File: src/rtl/sdd_pkg.sv
package sdd_pkg;

  // Operation encoding on opSel
  typedef enum logic {
    OP_SHIFT_DOUBLE = 1'b0,
    OP_DEPOSIT      = 1'b1
  } sddOp_e;

  // Strobes from control to datapath
  typedef struct packed {
    logic capture;      // load the result register this edge
    logic pickDeposit;  // select the deposit path instead of the funnel
  } sddStrobe_t;

endpackage

File: src/rtl/sdd_funnel.sv
// Funnel shifter: lower WIDTH bits of {upper, lower} >> amt.
// The top bit of the upper word can never reach the output for amt < WIDTH,
// so only WIDTH-1 upper bits are taken.
module sdd_funnel #(
  parameter int WIDTH = 32,
  localparam int POS_W = $clog2(WIDTH)
) (
  input  logic [WIDTH-2:0]   upperBits,
  input  logic [WIDTH-1:0]   lowerWord,
  input  logic [POS_W-1:0]   amt,
  output logic [WIDTH-1:0]   shifted
);

  localparam int CAT_W = 2 * WIDTH - 1;

  logic [CAT_W-1:0] catBits;
  assign catBits = {upperBits, lowerWord};

  // Each output bit selects from its own WIDTH-bit window of the concatenation.
  for (genvar i = 0; i < WIDTH; i++) begin : g_outBit
    logic [WIDTH-1:0] window;
    assign window     = catBits[i +: WIDTH];
    assign shifted[i] = window[amt];
  end

endmodule

File: src/rtl/sdd_deposit.sv
// Field deposit with most-significant-first positions.
// The field LSB goes to register bit (WIDTH-1-pos) and extends toward the MSB,
// clipped at the top of the word.
module sdd_deposit #(
  parameter int WIDTH = 32,
  localparam int POS_W = $clog2(WIDTH),
  localparam int LEN_W = POS_W + 1
) (
  input  logic [WIDTH-1:0]   fieldSrc,
  input  logic [WIDTH-1:0]   targetWord,
  input  logic [POS_W-1:0]   pos,
  input  logic [LEN_W-1:0]   len,
  output logic [WIDTH-1:0]   merged
);

  localparam int EXT_W = LEN_W + 1;

  logic [POS_W-1:0] lsbReg;    // register index of the field LSB
  logic [EXT_W-1:0] lsbExt;
  logic [EXT_W-1:0] lenExt;
  logic [WIDTH-1:0] aligned;
  logic [WIDTH-1:0] fieldMask;

  assign lsbReg  = POS_W'(WIDTH - 1) - pos;
  assign lsbExt  = EXT_W'(lsbReg);
  assign lenExt  = EXT_W'(len);
  assign aligned = fieldSrc << lsbReg;

  // Per-bit range test: bit i is in the field when lsb <= i < lsb + len.
  for (genvar i = 0; i < WIDTH; i++) begin : g_maskBit
    localparam logic [EXT_W-1:0] BIT_IDX = EXT_W'(i);
    logic [EXT_W-1:0] offset;
    assign offset       = BIT_IDX - lsbExt;
    assign fieldMask[i] = (BIT_IDX >= lsbExt) && (offset < lenExt);
  end

  assign merged = (targetWord & ~fieldMask) | (aligned & fieldMask);

endmodule

File: src/rtl/sdd_ctrl.sv
// Control: turns the operation request into datapath strobes and tracks
// output validity.
module sdd_ctrl
  import sdd_pkg::*;
(
  input  logic       clk,
  input  logic       rstN,
  input  logic       opValid,
  input  logic       opSel,
  output sddStrobe_t strobe,
  output logic       resultValid
);

  sddOp_e opKind;
  assign opKind = sddOp_e'(opSel);

  always_comb begin
    strobe             = '0;
    strobe.capture     = opValid;
    strobe.pickDeposit = (opKind == OP_DEPOSIT);
  end

  always_ff @(posedge clk or negedge rstN) begin
    if (!rstN) resultValid <= 1'b0;
    else       resultValid <= opValid;
  end

endmodule

File: src/rtl/sdd_datapath.sv
// Datapath: funnel shifter and deposit merge side by side, one result register.
module sdd_datapath
  import sdd_pkg::*;
#(
  parameter int WIDTH = 32,
  localparam int POS_W = $clog2(WIDTH),
  localparam int LEN_W = POS_W + 1
) (
  input  logic             clk,
  input  logic             rstN,
  input  sddStrobe_t       strobe,
  input  logic [WIDTH-1:0] opA,
  input  logic [WIDTH-1:0] opB,
  input  logic [POS_W-1:0] pos,
  input  logic [LEN_W-1:0] len,
  output logic [WIDTH-1:0] result
);

  logic [WIDTH-1:0] shiftOut;
  logic [WIDTH-1:0] depositOut;
  logic [WIDTH-1:0] nextResult;

  sdd_funnel #(.WIDTH(WIDTH)) u_funnel (
    .upperBits (opA[WIDTH-2:0]),
    .lowerWord (opB),
    .amt       (pos),
    .shifted   (shiftOut)
  );

  sdd_deposit #(.WIDTH(WIDTH)) u_deposit (
    .fieldSrc   (opA),
    .targetWord (opB),
    .pos        (pos),
    .len        (len),
    .merged     (depositOut)
  );

  assign nextResult = strobe.pickDeposit ? depositOut : shiftOut;

  always_ff @(posedge clk or negedge rstN) begin
    if (!rstN)              result <= '0;
    else if (strobe.capture) result <= nextResult;
  end

endmodule

File: src/rtl/sdd_unit.sv
// Top: shift-double and field deposit unit.
module sdd_unit
  import sdd_pkg::*;
#(
  parameter int WIDTH = 32,
  localparam int POS_W = $clog2(WIDTH),
  localparam int LEN_W = POS_W + 1
) (
  input  logic             clk,
  input  logic             rstN,
  input  logic             opValid,
  input  logic             opSel,
  input  logic [WIDTH-1:0] opA,
  input  logic [WIDTH-1:0] opB,
  input  logic [POS_W-1:0] pos,
  input  logic [LEN_W-1:0] len,
  output logic [WIDTH-1:0] result,
  output logic             resultValid
);

  sddStrobe_t strobe;

  sdd_ctrl u_ctrl (
    .clk         (clk),
    .rstN        (rstN),
    .opValid     (opValid),
    .opSel       (opSel),
    .strobe      (strobe),
    .resultValid (resultValid)
  );

  sdd_datapath #(.WIDTH(WIDTH)) u_datapath (
    .clk    (clk),
    .rstN   (rstN),
    .strobe (strobe),
    .opA    (opA),
    .opB    (opB),
    .pos    (pos),
    .len    (len),
    .result (result)
  );

endmodule

File: config.mk
export PLATFORM = sky130hd
export DESIGN_NAME = sdd_unit
export DESIGN_NICKNAME = d
export VERILOG_FILES = /design/src/rtl/sdd_pkg.sv /design/src/rtl/sdd_funnel.sv /design/src/rtl/sdd_deposit.sv /design/src/rtl/sdd_ctrl.sv /design/src/rtl/sdd_datapath.sv /design/src/rtl/sdd_unit.sv
export SDC_FILE = /design/constraint.sdc
export NUM_CORES = 1
export LEC_CHECK = 0
export BUFFER_PORTS_ARGS = -buffer_cell sky130_fd_sc_hd__clkbuf_2
export CORE_UTILIZATION = 45
export DETAILED_ROUTE_END_ITERATION = 12
export PLACE_DENSITY = 0.63
export SLEW_MARGIN = 30
export SYNTH_ARGS = -nofsm -noshare
export SYNTH_HDL_FRONTEND = slang
export SYNTH_SLANG_ARGS = --single-unit
File: constraint.sdc
create_clock -name clk -period 1.25 [get_ports clk]
set_clock_uncertainty 0.2 [all_clocks]
set_input_delay 0.1875 -clock clk [delete_from_list [all_inputs] [get_ports clk]]
set_output_delay 0.1875 -clock clk [all_outputs]
set_load 0.02 [all_outputs]
Yosys cells after proc, flatten, opt, wreduce, memory -nomap -nowiden --
Cells that the tools add are included.
Word-level totals: register bits 33, bits in latches 0, bits in writable memories 0, ROM bits 0, bits of input ports 79, output and inout bits 33, logic and storage cells 202, memories kept 0
Operators by class: add/sub/neg operators 33, $mul 0, div/mod/pow operators 0, $lt $le $gt $ge 65, equality and inequality tests 0, shift operators 1, muxes and demuxes 65, bitwise gates (word level) 4, reductions and logical operators 32
Operators by type and width (count):
- < comparator 7 x 6 -> 1 bit | 32
- binary-select mux 1 bit (select 5 bit) | 32
- subtractor 5 x 5 -> 6 bit (first input constant) | 16
- greater-or-equal comparator 5 bit (first input constant) | 16
- bitwise AND 32 bit | 2
- subtractor 4 x 5 -> 6 bit (first input constant) | 8
- greater-or-equal comparator 4 x 5 -> 1 bit (first input constant) | 8
- logical AND 1 bit | 32
- 2-to-1 mux 1 bit | 32
- 2-to-1 mux 32 bit | 1
- inverter 32 bit | 1
- OR 32 bit | 1
- left shift 32 x 5 -> 32 bit | 1
- subtractor 3 x 5 -> 6 bit (first input constant) | 4
- greater-or-equal comparator 3 x 5 -> 1 bit (first input constant) | 4
- subtractor 1 x 5 -> 6 bit (first input constant) | 2
- subtractor 2 x 5 -> 6 bit (first input constant) | 2
- greater-or-equal comparator 1 x 5 -> 1 bit (first input constant) | 2
- greater-or-equal comparator 2 x 5 -> 1 bit (first input constant) | 2
- < comparator 5 x 6 -> 1 bit (second input constant) | 1
- subtractor 5 bit (first input constant) | 1

Depth between registers and ports, before layout --
Gate-level depths: netlist (run 1).
depth after elaboration 8, depth in mapped cells 16, depth with buffers taken out 12

By module --
A second synthesis (run 1) with hierarchy kept.
Unflattened totals: cells, all modules 1099, area, all modules 9475.3 um2
By module, submodules not included:
- sdd_deposit | times used 1, cells an instance 603, area an instance 4659.5 um2, sequential area each 0.0 um2
- sdd_funnel | times used 1, cells an instance 354, area an instance 3269.4 um2, sequential area each 0.0 um2
- sdd_datapath | times used 1, cells an instance 139, area an instance 1506.4 um2, sequential area each 800.8 um2
- sdd_ctrl | times used 1, cells an instance 3, area an instance 40.0 um2, sequential area each 25.0 um2

Worst setup path before layout (run 1) --
No wires, ideal clock.
path kind input -> register, start point in pos[2], end point reg u_datapath.result[14], library setup time 123 ps, data arrival time 3521 ps, required time 927 ps, slack -2593 ps, stages 15, path buffers 4, cell sequence buf_2 > clkinv_1 > buf_1 > clkbuf_1 > ha_1 > clkbuf_1 > a21o_1 > xnor2_1 > ha_1 > a21oi_1 > nor2_1 > or3_1 > a31oi_1 > mux2_2 > o221a_2
Between the ends: word-level cells in the longest chain between the ends 8, elaborated cells between the ends (all ways) 13, classes of those cells add/sub: 2; order compare: 2; shift: 1; mux: 3; bitwise: 4; reduce/logical: 1
RTL lines:
- start: declaration | RTL line sdd_unit.sv:15 | input logic [POS_W-1:0] pos,
- subtractor 5 bit | RTL line sdd_deposit.sv:24 | assign lsbReg = POS_W'(WIDTH - 1) - pos;
- subtractor 4 x 5 -> 6 bit | RTL line sdd_deposit.sv:33 | assign offset = BIT_IDX - lsbExt;
- < comparator 7 x 6 -> 1 bit | RTL line sdd_deposit.sv:34 | assign fieldMask[i] = (BIT_IDX >= lsbExt) && (offset < lenExt);
- logical AND 1 bit | RTL line sdd_deposit.sv:34
- inverter 32 bit | RTL line sdd_deposit.sv:37 | assign merged = (targetWord & ~fieldMask) | (aligned & fieldMask);
- bitwise AND 32 bit | RTL line sdd_deposit.sv:37
- OR 32 bit | RTL line sdd_deposit.sv:37
- 2-to-1 mux 32 bit * | RTL line sdd_datapath.sv:38 | assign nextResult = strobe.pickDeposit ? depositOut : shiftOut;
- end signal: assignment | RTL line sdd_datapath.sv:42 | else if (strobe.capture) result <= nextResult;
- end: declaration | RTL line sdd_datapath.sv:16 | output logic [WIDTH-1:0] result
Every way passes the cells marked *; elsewhere a longest branch is shown, timed or not. The select of a mux whose other input is x is not followed. A chain may end at the register's enable or synchronous reset.

Worst setup path in the final report (run 1) --
start point in pos[1], end point reg u_datapath.result[10]
The elaborated chain is that of the path after synthesis.

==> results of run 1 <==
==> worst max path at each step <==
stage	end	slack [ns]	cells past startpoint
2_1_floorplan	u_datapath.result[14]	-1.79	16
3_3_place_gp	u_datapath.result[14]	-1.76	14
3_5_place_dp	u_datapath.result[14]	-1.82	14
4_1_cts	u_datapath.result[14]	-1.28	14
5_1_grt	u_datapath.result[14]	-1.41	14
6_report	u_datapath.result[10]	-1.37	15
==> tightest hold or removal path, cell delays in order <==
cell,delay [ns]
clkbuf_2,0.15
buf_4,0.17
a221oi_1,0.08
==> power by group through the flow <==
| stage | Combinational [mW] | Sequential [mW] | Clock, mW |
|---|---|---|---|
| CTS | 6.60 | 1.40 | 1.21 |
| floorplan | 2.86 | 1.56 | 0 |
| global placement | 5.52 | 1.41 | 0 |
| detailed placement | 5.56 | 1.41 | 0 |
| global route | 7.80 | 1.42 | 1.26 |
| finish | 7.52 | 1.42 | 1.23 |
==> cells in the final DEF (no fill, tap or decap), types with 14 or more instances in the layout <==
cell | synthesis | layout
o21ai_0 | 45 | 19
buf_6 | 6 | 37
a21oi_1 | 71 | 38
dfrtp_1 | 33 | 30
ha_1 | 87 | 47
nand3_1 | 19 | 17
a21oi_2 | 0 | 19
mux2_4 | 0 | 20
nor2b_1 | 17 | 16
mux4_2 | 58 | 58
mux2i_1 | 72 | 56
nor2_1 | 71 | 66
buf_12 | 0 | 16
a22oi_1 | 24 | 18
a21oi_4 | 0 | 14
mux2_2 | 43 | 23
ha_4 | 0 | 36
nand2_1 | 81 | 76
clkbuf_2 | 0 | 93
inv_1 | 52 | 38
buf_4 | 12 | 366
a211oi_1 | 22 | 14
==> cells in the mapped netlist (16+ instances only) <==
cell type	count
a211oi_1	22
a21oi_1	71
a22oi_1	24
a31oi_1	18
buf_2	19
clkbuf_1	39
dfrtp_1	33
ha_1	87
inv_1	52
mux2_2	43
mux2i_1	72
mux4_2	58
nand2_1	81
nand3_1	19
nor2_1	71
nor2b_1	17
o21ai_0	45
o221ai_1	16
xnor2_1	16
==> what timing repair did <==
action	CTS	global route
gates cloned	4	0
endpoints found under the setup margin	41	46
hold buffers	1	0
setup buffers	43	24
pin swaps	98	107
gates resized for setup	276	120
endpoints found under the hold margin	33	0
==> logic make-up (layout without fill, tap and decap cells) <==
kind of cell	after synthesis	count (layout)	synth area share
AOI/OAI and AO/OA	315	315	0.2541
DFF	33	33	0.09551
buffers and inverters	139	597	0.07352
muxes	173	173	0.2904
adders and majority gates	87	87	0.1259
xor gates and xnor gates	20	20	0.02026
and+or+nand+nor	257	257	0.1402
other	0	1	0
==> routing by layer <==
layer  track usage  up-vias  share of wire
met5             0        -              0
met4        0.1756        0          0.055
met3        0.1386      200           0.13
met2        0.6847      925           0.43
met1        0.5932     5513           0.38
li1              -     4867              -
==> flip-flops by register name (all words and copies together) (netlist names) <==
signal              count
u_ctrl.resultValid      1
u_datapath.result      32
==> stage by stage <==
stage	utilization	cell area [um2]	instances	TNS [ns]
floorplan	-	9229	1024	-40.79
global placement	0.6466	12140	1641	-49.30
detailed placement	0.6466	12140	1641	-50.13
CTS	0.7511	14100	1695	-34.74
global route	0.7890	14810	1716	-40.10
finish	0.7891	14810	1717	-38.85
==> layout make-up <==
cell class | count | area [um2] | area share
multi-input cells | 852 | 8984 | 0.6066
repair buffers | 534 | 4312 | 0.2911
flip-flops and latches | 33 | 829.5 | 0.05601
well taps | 234 | 292.8 | 0.01977
inverters | 55 | 251.5 | 0.01698
clock buffers | 6 | 128.9 | 0.008702
clock inverters | 2 | 10.01 | 0.0006758
diodes | 1 | 2.502 | 0.0001690
==> impl_metrics.csv, run 1 <==
group,metric,value,unit
layout,final_nets,1647,
synthesis,synth_top_cell_area_share,0.1511,
power_and_ir_drop,seqPwrFrac,0.140,
route,drc,0,
clocking,clockBufferDepth,2,
route,wl,47.45,mm
floorplanning,dieArea,19770,um2
clocking,htreeDepth,2,
power_and_ir_drop,power.total,10.17,mW
grt,antenna_found_initial,1,
route,first_pass_iters,6,
placement,hpwl,33.83,mm
synthesis,yosysSeqAreaShare,0.09551,
synthesis,yosysWarnings,0,
sta,rsz0062_at_grt,"true",
sta,fin_crit_sh,2.096,
sta,setup_violations,40,
critical_path,r2r-end,"u_datapath.result[30]",
floorplanning,core_area,18770,um2
power_and_ir_drop,pwr-share-comb,0.740,
grt,grt_pass1_wl,66.11,mm
critical_path,crit_fanout,4,
power_and_ir_drop,leakagePower,6.564,nW
sta,layout_setup_ws,-1.371,ns
grt,grt_overflow_total,0,
critical_path,worst_ep_required_time,1.21,ns
route,vias_per_cell,6.701,
synthesis,avgSynthCellArea,8.443,um2
worst_hold_path,min_from,"opValid",
critical_path,startpoint,"pos[1]",
layout,syn2layout_area_growth,71.30,%
power_and_ir_drop,p_int,5.615,mW
critical_path,cp-end-kind,"flip-flop",
critical_path,critPathLaunchType,"primary input",
synthesis,synth.distinct_cells,74,
critical_path,crit_chain,"buf_12, inv_8, buf_6, buf_6, ha_4, xor2_4, inv_2, ha_4, nand2_4, o21ai_4, a211oi_2, o32ai_1, buf_4, mux2i_2, a211oi_1",
clocking,insertion_delay,0.28,ns
power_and_ir_drop,power.density,686.5,nW/um2
route,drtAntennaViolNets,0,
critical_path,cp_slowest_cell,"ha_4",
floorplanning,row_count,50,
critical_path,slowest_delay,0.31,ns
layout,drive_gt1_frac,0.5938,
synthesis,synth_top_area_cell,"mux4_2",
placement,gp_congestion,1.001,
synthesis,synthArstFlopShare,1.000,
clocking,cts_tree,"built",
sta,slew_violations,0,
layout,fillers,1226,
power_and_ir_drop,p_switching,4.552,mW
route,vias,11505,
worst_hold_path,min_path_cells,3,
power_and_ir_drop,p_clk_frac,0.121,
synthesis,synth-seq-cells,33,
sta,slew_headroom,0.6143,
sta,tightest_slew,0.5786,ns
route,avgRoutedWirePerCell,27.63,um
critical_path,worst-setup-path-type,"primary input to flip-flop",
power_and_ir_drop,netSwitchingFraction,0.4478,
status,outcome,"finished, violations left",
critical_path,rrSetupSlack,0.03,ns
floorplanning,dieHeight,140.6,um
synthesis,synth_fp_nets,1190,
flow_run,max_cap_violations,0,
grt,grt_max_degree,40,
status,violations,"negative setup slack",
clocking,cts_made_buffers,5,
placement,portBuffers,111,
clocking,cts-root-buf,"clkbuf_16",
sta,finalHoldViolations,0,
synthesis,netlist_instances,1024,
synthesis,synth_flop_cell,"dfrtp_1",
critical_path,critPathArrivalTime,2.58,ns
critical_path,path_delay_family,"compound AO/OA/AOI/OAI gates",
synthesis,synth_edf_count,0,
floorplanning,fp.dieW,140.6,um
critical_path,reg2reg_depth,4,
grt,groute.usage.overall,0.4493,
critical_path,rr_startpoint,"u_datapath.result[30]",
floorplanning,initial_core_util,0.4607,
placement,post-place-ws,-1.816,ns
floorplanning,io_pins,112,
power_and_ir_drop,vdd_drop_max,0.4706,mV
synthesis,netlist_area,8646,um2
sta,fmaxAchievable,0.3816,GHz
route,drt_iter0_drc,1404,
clocking,clk_pin_slew,0.05,ns
worst_hold_path,holdCritPathClass,"primary input to flip-flop",
sta,holdWs,0.1506,ns
critical_path,path_buf_inv,6,
clocking,cts.sinks,33,
grt,grt_pass1_vias,10825,
synthesis,synthTopCellsByArea,"mux4_2 (15%), ha_1 (13%), dfrtp_1 (9.6%), mux2i_1 (8.3%), mux2_2 (5.6%)",
worst_hold_path,hold-path-endpoint,"u_datapath.result[1]",
sta,min_period,2.621,ns
Power figures use the tool's default switching activity.
==> inputs of run 2 (changes only) <==
--- a/config.mk
+++ b/config.mk
@@ -5,6 +5,7 @@
 export SDC_FILE = /design/constraint.sdc
 export NUM_CORES = 1
 export LEC_CHECK = 0
+export ABC_AREA = 1
 export BUFFER_PORTS_ARGS = -buffer_cell sky130_fd_sc_hd__clkbuf_2
 export CORE_UTILIZATION = 45
 export DETAILED_ROUTE_END_ITERATION = 12
==> impl_metrics.csv, run 2 <==
group,metric,value,unit
route,drt_iter0_drc,1246,
synthesis,synth.distinct_cells,44,
layout,top_regs,"u_datapath.result (32), u_ctrl.resultValid (1)",
status,outcome,"finished, violations left",
synthesis,synth.most_common_cell,"nand2_1",
floorplanning,io_pins,112,
layout,post-route-util,0.6784,
worst_hold_path,holdCritPathClass,"primary input to flip-flop",
placement,placed_cell_area,10530,um2
floorplanning,core_area,18210,um2
critical_path,rr_startpoint,"u_datapath.result[19]",
route,vias_per_cell,5.896,
grt,busiest_layer,"met2",
sta,fin_crit_sh,1.886,
sta,slew_headroom,0.5681,
floorplanning,initial_core_util,0.4664,
grt,use_met1,0.4664,
clocking,cts_made_buffers,5,
critical_path,reg2reg_depth,3,
clocking,cts-root-buf,"clkbuf_16",
layout,final_cell_mix,"nand2_1 (484), nand3_1 (352), buf_4 (176)",
layout,largest_reg_flops,32,
sta,slew_violations,0,
clocking,htreeDepth,2,
layout,diodes,0,
layout,syn2layout_area_growth,45.45,%
synthesis,synth_top_cell_area_share,0.2373,
placement,gp_congestion,0.9664,
clocking,clk_pin_slew,0.06,ns
clocking,clockBufferDepth,2,
sta,fmaxAchievable,0.4241,GHz
flow_run,max_cap_violations,0,
grt,grt_max_degree,62,
route,wl,38.60,mm
layout,top_register,"u_datapath.result",
critical_path,setup.worst_path.end,"u_datapath.result[30]",
clocking,cts.sinks,33,
grt,grt_pass1_wl,57.91,mm
grt,grt_overflow_total,0,
synthesis,yosysWarnings,0,
synthesis,netlist_area,8493,um2
sta,tightest_slew,0.6478,ns
synthesis,synth_flop_cell,"dfrtp_1",
critical_path,critPathArrivalTime,2.37,ns
synthesis,synth-seq-cells,33,
grt,grt_pass1_vias,10806,
critical_path,cp-end-kind,"flip-flop",
layout,fillers,1731,
layout,multi_input_area,8023,um2
sta,setup_violations,37,
synthesis,avgSynthCellArea,5.515,um2
route,drc,0,
critical_path,worst_ep_required_time,1.27,ns
sta,finalHoldViolations,0,
sta,min_period,2.358,ns
critical_path,r2r-end,"u_datapath.result[19]",
floorplanning,dieArea,19430,um2
power_and_ir_drop,power.density,661.9,nW/um2
route,avgRoutedWirePerCell,19.20,um
synthesis,synthArstFlopShare,1.000,
route,vias,11851,
synthesis,synth_top_area_cell,"nand2_1",
placement,hpwl,28.62,mm
grt,antenna_found_initial,0,
placement,portBuffers,111,
synthesis,netlist_instances,1540,
sta,holdWs,0.09075,ns
clocking,cts_tree,"built",
layout,fin_area,12350,um2
floorplanning,fp.dieW,139.4,um
layout,final_nets,1946,
power_and_ir_drop,leakagePower,6.220,nW
layout,seqCellArea,827.0,um2
grt,grt_use_met2,0.6223,
critical_path,crit_fanout,8,
critical_path,startpoint,"pos[2]",
status,violations,"negative setup slack",
grt,groute.usage.overall,0.3787,
route,first_pass_iters,6,
synthesis,yosysSeqAreaShare,0.09723,
sta,layout_setup_ws,-1.108,ns
sta,rsz0062_at_grt,"true",
critical_path,worst-setup-path-type,"primary input to flip-flop",
route,drtAntennaViolNets,0,
floorplanning,row_count,49,
layout,mostFrequentLayoutCell,"nand2_1",
placement,placed_cells,1971,
critical_path,critPathLaunchType,"primary input",
synthesis,synth_edf_count,0,
layout,final_cells,2010,
synthesis,synth_fp_nets,1706,
power_and_ir_drop,power.total,8.177,mW
synthesis,synthTopCellsByArea,"nand2_1 (24%), nand3_1 (22%), ha_1 (13%), dfrtp_1 (9.7%), a21oi_1 (4.8%)",
clocking,insertion_delay,0.28,ns
grt,grtUsageMet3,0.05368,
layout,drive_gt1_frac,0.3273,
synthesis,synth_common_cells,"nand2_1 (537), nand3_1 (368), inv_1 (95), ha_1 (87)",
power_and_ir_drop,vdd_drop_max,0.4595,mV
critical_path,rrSetupSlack,0.19,ns
floorplanning,dieHeight,139.4,um
[run 2: cell types whose count changed in the layout (fill, tap and decap cells not counted), sizes merged, moves of 17 or more]
cell	previous run	this run
nand2	81	546
nand3	19	370
buf	434	219
mux2i	72	0
mux4	58	0
inv	54	97
mux2	43	0
a211oi	23	0
a22oi	24	1
nor2b	17	0
[run 2: cell families after synthesis]
| logic type | count (synthesis) | share of synthesized area |
|---|---|---|
| compound gates | 175 | 0.1168 |
| flops | 33 | 0.09723 |
| simple gates | 1034 | 0.5273 |
| xor+xnor | 15 | 0.01547 |
| fa+ha+maj | 87 | 0.1282 |
| buf+inv | 196 | 0.1151 |
[run 2: worst min path at each step]
stage / endpoint / startpoint / cells past startpoint
final: u_ctrl.resultValid / opValid / 2
after global routing: u_ctrl.resultValid / opValid / 2
after CTS: u_ctrl.resultValid / opValid / 2
after detailed placement: u_ctrl.resultValid / rstN / 2
after global placement: u_datapath.result[10] / rstN / 2
after floorplan: u_ctrl.resultValid / rstN / 0
[run 2: where the power goes]
part           internal [mW]  total [mW]  switching (mW)
clock                  0.731        1.24           0.507
combinational           2.27        5.61            3.33
sequential              1.22        1.33           0.111
[run 2: area by class of cell]
| type | instances | area share |
|---|---|---|
| Sequential cell | 33 | 0.06695 |
| Inverter | 102 | 0.03687 |
| Clock inverter | 3 | 0.001418 |
| Multi-Input combinational cell | 1311 | 0.6494 |
| Tap cell | 229 | 0.02319 |
| Clock buffer | 5 | 0.01013 |
| Timing Repair Buffer | 327 | 0.2120 |
[run 2: critical path, cell delays in order]
cell and delay [ns]:
clkbuf_16 0.15, clkinv_8 0.06, buf_12 0.12, ha_4 0.17
inv_4 0.04, o21ai_4 0.19, xor2_2 0.24, buf_4 0.17
ha_4 0.19, nor2_4 0.12, nor2_4 0.06, a21oi_4 0.21
nor2_1 0.07, nor2_1 0.10, nand2_1 0.08, nand2_2 0.09
nand2_1 0.06, nand2_1 0.06
[run 2: routing by layer]
metal,share of wire,wire [um]
met2,0.46,17670
met5,0,0
met1,0.38,14810
met3,0.088,3409
met4,0.070,2714
[run 2: through the flow]
| step | TNS [ns] | setup WS (ns) |
|---|---|---|
| finish | -27.77 | -1.108 |
| global route | -30.80 | -1.200 |
| CTS | -26.39 | -0.9524 |
| detailed placement | -42.44 | -1.431 |
| global placement | -41.08 | -1.392 |
| floorplan | -32.13 | -1.184 |
[run 2: timing repair]
action                                 CTS  global route
buffers inserted                        13            19
gates resized for setup                149           158
setup endpoints to repair               36            38
pin swaps                               83           133
hold buffers                             1             0
cloned                                   1             0
endpoints found under the hold margin   33             0
==> inputs of run 3 (changes only) <==
--- a/config.mk
+++ b/config.mk
@@ -9,8 +9,9 @@
 export BUFFER_PORTS_ARGS = -buffer_cell sky130_fd_sc_hd__clkbuf_2
 export CORE_UTILIZATION = 45
 export DETAILED_ROUTE_END_ITERATION = 12
-export PLACE_DENSITY = 0.63
+export PLACE_DENSITY = 0.62
 export SLEW_MARGIN = 30
 export SYNTH_ARGS = -nofsm -noshare
 export SYNTH_HDL_FRONTEND = slang
+export SYNTH_HIERARCHICAL = 1
 export SYNTH_SLANG_ARGS = --single-unit
==> impl_metrics.csv, run 3 <==
group,metric,value,unit
status,outcome,"finished, violations left",
status,violations,"design-rule violations, negative setup slack",
layout,final_nets,2314,
clocking,cts-root-buf,"clkbuf_16",
grt,antenna_found_initial,1,
synthesis,netlist_area,9958,um2
grt,grt_max_degree,86,
sta,final.setup.tns,-28.28,ns
synthesis,synth_common_cells,"nand3_1 (606), nand2_1 (603), inv_1 (154), ha_1 (88), nor2_1 (75)",
clocking,cts_made_buffers,5,
floorplanning,dieHeight,150.8,um
flow_run,max_cap_violations,0,
synthesis,synth_top_cell_area_share,0.3046,
sta,fmaxAchievable,0.4269,GHz
route,vias,14916,
synthesis,synth-seq-cells,33,
synthesis,synthTopCellsByArea,"nand3_1 (30%), nand2_1 (23%), ha_1 (11%), dfrtp_1 (8.3%), inv_1 (5.8%)",
layout,top_regs,"u_datapath/result (32), u_ctrl/resultValid (1)",
floorplanning,core_area,21760,um2
clocking,insertion_delay,0.29,ns
layout,syn2layout_area_growth,49.23,%
synthesis,synthArstFlopShare,1.000,
placement,gp_congestion,1.082,
clocking,htreeDepth,2,
grt,grt_overflow_total,0,
clocking,cts.sinks,33,
synthesis,synth_fp_nets,2041,
layout,top_register,"u_datapath/result",
worst_hold_path,holdCritPathClass,"primary input to asynchronous set/reset pin",
synthesis,yosysWarnings,6,
layout,fillers,1923,
critical_path,worst_ep_required_time,1.23,ns
sta,finalHoldViolations,0,
floorplanning,dieArea,22730,um2
grt,grt_pass1_vias,13228,
route,first_pass_iters,12,
grt,grt_pass1_wl,73.95,mm
power_and_ir_drop,vdd_drop_max,0.7184,mV
layout,mostFrequentLayoutCell,"nand3_1",
critical_path,cp-end-kind,"flip-flop",
placement,hpwl,35.78,mm
synthesis,netlist_instances,1874,
route,avgRoutedWirePerCell,21.25,um
route,vias_per_cell,6.143,
route,drtAntennaViolNets,0,
synthesis,synth_top_area_cell,"nand3_1",
power_and_ir_drop,p_clk_frac,0.152,
power_and_ir_drop,pwr-share-comb,0.714,
grt,groute.usage.overall,0.4267,
clocking,clockBufferDepth,2,
placement,placed_cell_area,12400,um2
sta,tightest_slew,0.5933,ns
power_and_ir_drop,seqPwrFrac,0.135,
clocking,cts_tree,"built",
power_and_ir_drop,p_switching,4.881,mW
sta,min_period,2.343,ns
synthesis,synth_flop_cell,"dfrtp_1",
sta,fin_crit_sh,1.874,
route,drt_iter0_drc,2018,
critical_path,critPathArrivalTime,2.32,ns
critical_path,rr_startpoint,"u_datapath/result[29]",
synthesis,synth_edf_count,0,
layout,fin_area,14860,um2
sta,rsz0062_at_grt,"true",
layout,post-route-util,0.6831,
layout,largest_reg_flops,32,
sta,holdWs,0.1885,ns
floorplanning,initial_core_util,0.4577,
layout,drive_gt1_frac,0.3110,
power_and_ir_drop,power.density,662.4,nW/um2
sta,slew_headroom,0.6039,
floorplanning,row_count,54,
synthesis,synth.distinct_cells,41,
critical_path,startpoint,"pos[2]",
sta,layout_setup_ws,-1.093,ns
synthesis,avgSynthCellArea,5.314,um2
placement,portBuffers,111,
critical_path,critPathLaunchType,"primary input",
critical_path,worst-setup-path-type,"primary input to flip-flop",
route,wl,51.60,mm
sta,slew_violations,0,
sta,setup_violations,35,
floorplanning,fp.dieW,150.8,um
synthesis,yosysSeqAreaShare,0.08292,
power_and_ir_drop,netSwitchingFraction,0.4958,
synthesis,synth.most_common_cell,"nand3_1",
floorplanning,io_pins,112,
route,drc,1,
clocking,clk_pin_slew,0.07,ns
power_and_ir_drop,leakagePower,7.560,nW
layout,diodes,0,
layout,final_cell_mix,"nand3_1 (572), nand2_1 (557), buf_4 (211)",
critical_path,crit_fanout,8,
power_and_ir_drop,p_int,4.963,mW
==> run 3: cell count changes after synthesis, sizes merged, moves of 9 or more <==
| cell | delta |
|---|---|
| a21oi | -21 |
| buf | +30 |
| inv | +61 |
| nand2 | +59 |
| nand3 | +237 |
| nand3b | -9 |
| o211ai | -18 |
==> run 3: through the flow <==
stage	power, mW	worst slack (ns)	std cells
4_1_cts	9.001	-0.9562	2407
5_1_grt	10.36	-1.117	2428
6_report	9.844	-1.093	2428
2_1_floorplan	4.784	-1.138	1874
3_5_place_dp	6.820	-1.492	2362
3_3_place_gp	6.777	-1.465	2362
==> run 3: cells by family after synthesis <==
group | after synthesis | synth area share
and+or+nand+nor | 1315 | 0.5797
AOI/OAI and AO/OA | 136 | 0.07489
xor gates and xnor gates | 18 | 0.01583
buffers and inverters | 284 | 0.1361
adders and majority gates | 88 | 0.1106
DFF | 33 | 0.08292
==> run 3: layer usage <==
metal / up-vias / wire length (um) / track usage
li1: 6805 / - / -
met1: 6750 / 20110 / 0.5675
met2: 1118 / 21590 / 0.6475
met3: 241 / 6404 / 0.08212
met4: 2 / 3489 / 0.2240
met5: - / 8 / 0
==> run 3: worst max-delay path, cell delays in order <==
cell and delay [ns]:
buf_12 0.12, clkinv_16 0.08, ha_4 0.19, buf_6 0.11, nand2_2 0.06, xor2_1 0.26, inv_1 0.14, ha_4 0.24
a21o_1 0.20, a21oi_2 0.15, nand2_2 0.10, o21ai_1 0.14, nand2_1 0.09, inv_1 0.06, nand2_1 0.05, nand3_1 0.08
nand2_1 0.05
==> run 3: final timing paths <==
| path | endpoint | slack [ns] | depth (start not counted) |
|---|---|---|---|
| worst max-delay path | u_datapath/result[30] | -1.09 | 17 |
| worst min-delay path | u_datapath/result[28] | 0.19 | 3 |
| worst max register to register | u_datapath/result[29] | 0.30 | 3 |
| worst min register to register | u_datapath/result[23] | 0.27 | 2 |
| max in group asynchronous | u_datapath/result[30] | 0.45 | 3 |
| min in group clk | u_datapath/result[31] | 0.19 | 4 |
==> run 3: power groups by stage <==
stage	Clock (mW)	Sequential (mW)	Combinational (mW)
2_1_floorplan	0	1.49	3.29
3_3_place_gp	0	1.33	5.44
3_5_place_dp	0	1.33	5.49
4_1_cts	1.51	1.32	6.18
5_1_grt	1.55	1.34	7.47
6_report	1.49	1.33	7.03
==> run 3: repair_timing <==
| action | CTS | global route |
|---|---|---|
| endpoints found under the hold margin | 34 | 0 |
| endpoints found under the setup margin | 37 | 40 |
| pin swaps | 99 | 132 |
| hold buffers | 2 | 0 |
| gates resized for setup | 193 | 170 |
| gates cloned | 10 | 3 |
| buffers inserted | 27 | 24 |
==> run 3: final cells by class <==
class                   count  area (um2)  share of cell area
multi-input cells        1557        9300              0.6258
repair buffers            387        3481              0.2342
flip-flops and latches     33       827.0             0.05565
inverters                 163       730.7             0.04917
well taps                 280       350.3             0.02357
clock buffers               5       125.1            0.008420
clock inverters             3       46.29            0.003115
